$ cat src/rtl/blu_pkg.sv
package blu_pkg;
    typedef enum logic [1:0] {
        OP_AND_HI = 2'b00,
        OP_OR_HI  = 2'b01,
        OP_MERGE  = 2'b10,
        OP_RSVD   = 2'b11
    } blu_op_e;
endpackage

$ cat src/rtl/blu_upper_imm.sv
module blu_upper_imm #(
    parameter int DATA_W = 32,
    parameter int IMM_W  = 16
) (
    input  logic [DATA_W-1:0] a,
    input  logic [IMM_W-1:0]  imm,
    input  logic              or_mode,
    output logic [DATA_W-1:0] y
);
    localparam int LOW_W = DATA_W - IMM_W;

    logic [DATA_W-1:0] and_mask;
    logic [DATA_W-1:0] or_bits;

    always_comb begin
        and_mask = {imm, {LOW_W{1'b1}}};
        or_bits  = {imm, {LOW_W{1'b0}}};
        y        = or_mode ? (a | or_bits) : (a & and_mask);
    end
endmodule

$ cat src/rtl/blu_lane_merge.sv
module blu_lane_merge #(
    parameter int LANES  = 4,
    parameter int LANE_W = 8
) (
    input  logic [LANES*LANE_W-1:0] a,
    input  logic [LANES*LANE_W-1:0] b,
    input  logic [LANES-1:0]        sel_b,
    output logic [LANES*LANE_W-1:0] y
);
    for (genvar g = 0; g < LANES; g++) begin : g_lane
        assign y[g*LANE_W +: LANE_W] = sel_b[g] ? b[g*LANE_W +: LANE_W]
                                                : a[g*LANE_W +: LANE_W];
    end
endmodule

$ cat src/rtl/blu_out_stage.sv
module blu_out_stage #(
    parameter int DATA_W    = 32,
    parameter bit REGISTERED = 1'b1
) (
    input  logic              clk,
    input  logic              rst_n,
    input  logic [DATA_W-1:0] d_res,
    input  logic              d_vld,
    input  logic              d_ill,
    output logic [DATA_W-1:0] q_res,
    output logic              q_vld,
    output logic              q_ill
);
    if (REGISTERED) begin : g_reg
        always_ff @(posedge clk) begin
            if (!rst_n) begin
                q_res <= '0;
                q_vld <= 1'b0;
                q_ill <= 1'b0;
            end else begin
                q_res <= d_res;
                q_vld <= d_vld;
                q_ill <= d_ill;
            end
        end
    end else begin : g_comb
        assign q_res = d_res;
        assign q_vld = d_vld;
        assign q_ill = d_ill;
    end
endmodule

$ cat src/rtl/bytelane_logic_unit.sv
module bytelane_logic_unit
    import blu_pkg::*;
#(
    parameter int DATA_W       = 32,
    parameter int IMM_W        = 16,
    parameter int LANE_W       = 8,
    parameter bit REGISTER_OUT = 1'b1
) (
    input  logic                       clk,
    input  logic                       rst_n,
    input  logic                       in_valid,
    input  logic [1:0]                 op_code,
    input  logic [DATA_W-1:0]          src_a,
    input  logic [DATA_W-1:0]          src_b,
    input  logic [IMM_W-1:0]           imm_hi,
    input  logic [DATA_W/LANE_W-1:0]   lane_mask,
    output logic [DATA_W-1:0]          result,
    output logic                       result_valid,
    output logic                       illegal_op
);
    localparam int LANES = DATA_W / LANE_W;

    blu_op_e           op;
    logic [DATA_W-1:0] upper_y;
    logic [DATA_W-1:0] merge_y;
    logic [DATA_W-1:0] next_res;
    logic              next_ill;

    assign op = blu_op_e'(op_code);

    blu_upper_imm #(.DATA_W(DATA_W), .IMM_W(IMM_W)) u_upper (
        .a       (src_a),
        .imm     (imm_hi),
        .or_mode (op == OP_OR_HI),
        .y       (upper_y)
    );

    blu_lane_merge #(.LANES(LANES), .LANE_W(LANE_W)) u_merge (
        .a     (src_a),
        .b     (src_b),
        .sel_b (lane_mask),
        .y     (merge_y)
    );

    always_comb begin
        next_res = '0;
        next_ill = 1'b0;
        unique case (op)
            OP_AND_HI, OP_OR_HI: next_res = upper_y;
            OP_MERGE:            next_res = merge_y;
            OP_RSVD:             next_ill = 1'b1;
            default:             next_ill = 1'b1;
        endcase
    end

    blu_out_stage #(.DATA_W(DATA_W), .REGISTERED(REGISTER_OUT)) u_out (
        .clk   (clk),
        .rst_n (rst_n),
        .d_res (next_res),
        .d_vld (in_valid),
        .d_ill (next_ill),
        .q_res (result),
        .q_vld (result_valid),
        .q_ill (illegal_op)
    );
endmodule

$ cat config.mk
export PLATFORM = sky130hd
export DESIGN_NAME = bytelane_logic_unit
export DESIGN_NICKNAME = d
export VERILOG_FILES = /design/src/rtl/blu_pkg.sv /design/src/rtl/blu_upper_imm.sv /design/src/rtl/blu_lane_merge.sv /design/src/rtl/blu_out_stage.sv /design/src/rtl/bytelane_logic_unit.sv
export SDC_FILE = /design/constraint.sdc
export NUM_CORES = 1
export LEC_CHECK = 0
export CORE_MARGIN = 2
export CORE_UTILIZATION = 52
export DETAILED_ROUTE_END_ITERATION = 7
export DONT_BUFFER_PORTS = 1
export MAX_ROUTING_LAYER = met4
export PLACE_DENSITY = 0.67
export SLEW_MARGIN = 30
export SYNTH_ARGS = -nofsm -noshare
export SYNTH_HDL_FRONTEND = slang
export SYNTH_HIERARCHICAL = 1
export SYNTH_SLANG_ARGS = --single-unit
$ cat constraint.sdc
create_clock -name clk -period 1.9 [get_ports clk]
set_input_delay 0.285 -clock clk [delete_from_list [all_inputs] [get_ports clk]]
set_output_delay 0.285 -clock clk [all_outputs]
set_load 0.005 [all_outputs]
=== Yosys cells after proc, flatten, opt, wreduce, memory -nomap -nowiden ===
Cells that the tools add are included.

* Flip-flop bits (word level): 34
* Output and inout bits: 34

* Mux-type cells: 7
* Reduce and logical (&&, ||, !) cells: 2
* Equality and inequality tests: 3
* Bitwise operators: 2

{| class="wikitable"
|+ Operators by type and width
! operator !! number
|-
| $pmux 32 s2 || 1
|-
| $and 32x32->32 || 1
|-
| $mux 32 || 1
|-
| $mux 8 || 4
|-
| $or 32x32->32 || 1
|-
| $eq 2x2->1 const B || 2
|-
| $eq 2x1->1 const B || 1
|-
| $logic_not 2->1 || 1
|-
| $reduce_or 2->1 || 1
|-
| $mux 1 || 1
|}

=== Depth between registers and ports, before layout ===
* Depth after elaboration: 3
* Mapped depth: 6
* Gate-level depth less buffers: 4

=== By module ===
Netlist, hierarchy kept.

{| class="wikitable"
|+ By module, submodules not included
! module !! cells each !! instances !! area each (um2)
|-
| blu_out_stage || 71 || 1 || 950.9
|-
| blu_lane_merge || 36 || 1 || 525.5
|-
| bytelane_logic_unit || 43 || 1 || 371.6
|-
| blu_upper_imm || 34 || 1 || 324.1
|}

=== Least setup slack after synthesis ===
OpenSTA, ideal clock, no wires.

* Path kind: input -> register
* Start point: input op_code[1]
* End point: register u_out.q_res[26]
* Data arrival time: 1.376 ns
* Library setup time: 0.116 ns
* Stages on the path: 6
* Buffers on the path: 2
* Path slack: 0.408 ns
* Cells stage by stage: and2b_1 > buf_6 > buf_12 > maj3_2 > a22o_1 > and2_2

* Word-level cells in the longest chain between the ends: 3
* Elaborated cells between the ends (all ways): 6

{| class="wikitable"
|+ Ends and longest elaborated chain
! element !! RTL line !! text
|-
| start, declared || bytelane_logic_unit.sv:12 || <nowiki>input logic [1:0] op_code,</nowiki>
|-
| $eq 2x1->1 || bytelane_logic_unit.sv:34 || <nowiki>.or_mode (op == OP_OR_HI),</nowiki>
|-
| $mux 32 || blu_upper_imm.sv:18 || <nowiki>y = or_mode ? (a | or_bits) : (a & and_mask);</nowiki>
|-
| via upper_y[26] || bytelane_logic_unit.sv:24 || <nowiki>logic [DATA_W-1:0] upper_y;</nowiki>
|-
| $pmux 32 s2 || bytelane_logic_unit.sv:48 || <nowiki>unique case (op)</nowiki>
|-
| via next_res[26] || bytelane_logic_unit.sv:26 || <nowiki>logic [DATA_W-1:0] next_res;</nowiki>
|-
| end signal, assigned || blu_out_stage.sv:21 || <nowiki>q_res <= d_res;</nowiki>
|-
| end, declared || blu_out_stage.sv:10 || <nowiki>output logic [DATA_W-1:0] q_res,</nowiki>
|}

The timed path passes the listed nets, and every way through them passes these cells.
A chain may end at the register's enable or synchronous reset.

=== Worst setup path after layout ===
* Start point: input op_code[1]
* End point: register u_out.q_res[9]

* Word-level cells in the longest chain between the ends: 3
* Elaborated cells between the ends (all ways): 6

{| class="wikitable"
|+ Ends and longest elaborated chain
! element !! RTL line
|-
| $eq 2x1->1 or $logic_not 2->1 (tied branches) || bytelane_logic_unit.sv:34, bytelane_logic_unit.sv:48
|-
| $mux 32 or $reduce_or 2->1 (tied branches) || blu_upper_imm.sv:18, bytelane_logic_unit.sv:48
|-
| $pmux 32 s2 * || bytelane_logic_unit.sv:48
|-
| via next_res[9] || bytelane_logic_unit.sv:26
|}

The timed path passes the listed nets; every way through them passes the cells marked *.

==> flow_results.org <==
** Critical path
- Worst Setup End Kind :: flop
- Startpoint types :: primary input
- Type of the setup path with the least slack :: in2reg
- Required time at the endpoint of the critical path :: roughly 2100 ps
- Data arrival time of the critical path :: roughly 1600 ps
- Crit path launch :: op_code[1]
- Maximum fanout count along the critical path :: 32

** GRT
- Antenna violations before repair :: 0
- Global-route wire length before repair :: around 5700 um
- Global routing consumed, over all layers together, roughly 17% of the routing resources.
- Entering global routing, the biggest net connects 35 pins.
- In the global route stage, met3 resource usage came out at under 10%.
- Total overflow reported by the global router :: 0
- Global routing consumed, on the met1 layer, ~18% of the routing resources.
- Number of global-route vias before repair :: around 1.3k
- met2 is the most crowded layer.
- Global routing used between 20% and 30% of the available met2 tracks.

** Synth
- The number of nets in the synthesized netlist is between 200 and 300.
- Post-synth cell types :: 15
- For this run, the register share of the synthesized area comes to a little under a third.
- Netlist area before placement :: approximately 2200 um^2
- Post-synthesis register bit count :: 34
- Synthesized area per cell :: 11.8 um^2
- In the synthesized netlist, the number of instances is around 180.
- Warnings from Yosys :: 6

** Clock network
- Clock Sink Count :: 34
- CTS max path bufs :: 2
- Number of buffers inserted during clock tree synthesis :: 5
- Clock tree from TritonCTS :: yes
- Hold Buf Count CTS :: 0
- Setup bufs post-CTS :: 0
- CTS placed an instance of sky130_fd_sc_hd__clkbuf_8 at the clock tree root.
- Gates resized, CTS repair :: 0
- Clock slew at the register clock pins of the worst setup and hold paths :: ~70 ps
- Maximum level of the CTS H-tree :: 2

** Status
- The flow ran to the end, and the final reports show no timing, DRC or antenna violations.

** Detailed routing
- After the first detailed-routing iteration, the DRC count stood at between 50 and 60.
- DR pass1 iterations :: 4
- Per-cell via count in the routed design :: ~5.8
- Dividing the detail-routed wire length by the instance count gives around 18 um.
- Summed over all layers, the routed wires come to roughly 4000 um.
- Count of vias placed by the detailed router :: 1214
- DR DRC count :: 0
- Count of nets left with antenna violations after detail routing :: 0

** STA
- Least-Margin Pin Slew :: 857 ps
- Final TNS setup :: 0 ps
- Setup repair after global routing left no endpoint under its margin.
- Setup violations remaining at the end of the flow were counted as 0.
- Tightest slew margin relative to the limit :: between 40% and 50%
- Derived from the worst setup path, the maximum achievable clock frequency is roughly 710 MHz.
- Final-report max-slew violation count :: 0
- The final count of hold timing violations is 0.
- Final Cycle Share :: 73.7%
- Shortest clock period the worst path allows after layout :: approximately 1400 ps

** Power
- Sequential cell fraction of total power :: between 40% and 50%
- VDD sags by at most between 200 and 300 uV.
- The share of total power dissipated in combinational logic is 14.7%.
- Pwr per Cell Area :: about 800 nW/um^2
- Switching part of the total :: between 15 and 20%
- Leakage power of the design :: 0.000907 uW
- The analysis attributes to net switching a power of ~330 uW.
- Internal power contribution :: around 1300 uW
- Power share of the clock group :: about two fifths

** Final layout
- Post-layout util :: 51.9%
- Fraction of layout instances using a drive strength above 1 :: a little over half
- Highest-count cells in the layout ignoring fill and taps :: sky130_fd_sc_hd__and2_2, sky130_fd_sc_hd__dfxtp_1, sky130_fd_sc_hd__a22o_1, sky130_fd_sc_hd__mux2_4, sky130_fd_sc_hd__maj3_2
- Number of antenna diodes :: 0
- Fill cells :: 354
- In the final design database the tool counted 249 nets.
- From synthesis to final layout, the design area changed by -4.38%.

** Place
- Routability-driven placement finished with a final weighted congestion of between 0.7 and 0.8.
- Number of input and output port buffers inserted :: 0
- Detailed Place HPWL :: between 3000 and 4000 um

** Floorplanning
- Core Box Area :: between 4000 and 5000 um^2
- Pin placement for this block handled approximately 120 I/O pins.
- The floorplan step set the die width to ~70 um.
- Die outline height :: 68.6 um
- Total number of placement rows :: 23
- The die covers 4710 um^2.
- Once the floorplan was initialized, standard cells occupied ~54% of the core.

** Min path
- The path class of the tightest hold or removal check is in2reg.
- The startpoint identified for the worst hold timing path is rst_n.

** Flow run
- Max-cap violations in this run came to 0.
-- cell usage after synthesis --
cell / count / area share, %
sky130_fd_sc_hd__inv_1: 1 / 0.17
sky130_fd_sc_hd__mux2_4: 32 / 22
sky130_fd_sc_hd__buf_6: 9 / 4.7
sky130_fd_sc_hd__dfxtp_1: 34 / 31
sky130_fd_sc_hd__a22o_1: 32 / 13
sky130_fd_sc_hd__maj3_1: 6 / 2.8
sky130_fd_sc_hd__and2b_1: 1 / 0.35
sky130_fd_sc_hd__buf_2: 3 / 0.69
sky130_fd_sc_hd__and2_1: 1 / 0.29
sky130_fd_sc_hd__buf_12: 1 / 0.92
sky130_fd_sc_hd__and2_2: 34 / 12
sky130_fd_sc_hd__clkbuf_2: 3 / 0.69
sky130_fd_sc_hd__buf_4: 16 / 5.5
sky130_fd_sc_hd__nor2b_4: 1 / 0.63
sky130_fd_sc_hd__maj3_2: 10 / 5.2
-- flip-flops by register name, summed over array words and instances, names as in the netlist --
name / count
u_out/q_ill: 1
u_out/q_res: 32
u_out/q_vld: 1
-- area by class of cell --
cell class	instances	area, um^2	area share [%]
multi-input combinational	117	1220	58.6
sequential	34	681	32.8
clock buffer	7	76.3	3.67
tap	50	62.6	3.01
clock inverter	1	30.0	1.45
timing repair buffer	1	7.51	0.361
inverter	1	3.75	0.181
-- final timing paths --
check                                        to  cells after the start
worst max-delay path  u_out/q_res[9]$_SDFF_PN0_                      3
worst min-delay path     u_out/q_ill$_SDFF_PN0_                      1
-- worst max-delay path, cell delays in order --
cell and delay (ps):
sky130_fd_sc_hd__clkinv_1 650, sky130_fd_sc_hd__a22o_1 440, sky130_fd_sc_hd__and2_2 190
-- cell families (layout without fill, tap and decap cells) --
logic type / count (synthesis) / in the layout / synth area share (%)
mux: 32 / 32 / 22.1
buf+inv: 33 / 10 / 12.7
fa+ha+maj: 16 / 16 / 7.95
simple gates: 37 / 37 / 13.0
compound gates: 32 / 32 / 12.9
flops: 34 / 34 / 31.3
-- power by group through the flow --
stage / Sequential (uW) / Combinational, uW / Clock (uW)
6_report: 777 / 244 / 634
2_1_floorplan: 788 / 290 / 0
4_1_cts: 779 / 244 / 655
3_3_place_gp: 795 / 237 / 0
3_5_place_dp: 795 / 244 / 0
5_1_grt: 783 / 265 / 686
-- metal layers --
metal	wire length, um	up-vias
met1	1490	560
met3	347	5
met4	65	0
met5	0	-
met2	1980	66
li1	-	583
-- per-stage QoR --
step	cell area [um^2]	total power, uW	std cells	worst slack, ps	hold WS [ps]
4_1_cts	2080	1680	211	572	128
3_3_place_gp	1970	1030	203	286	424
2_1_floorplan	2170	1080	184	408	421
6_report	2080	1650	211	501	142
5_1_grt	2080	1730	211	378	119
3_5_place_dp	1970	1040	203	270	427
(Power assumes the default switching activity.)
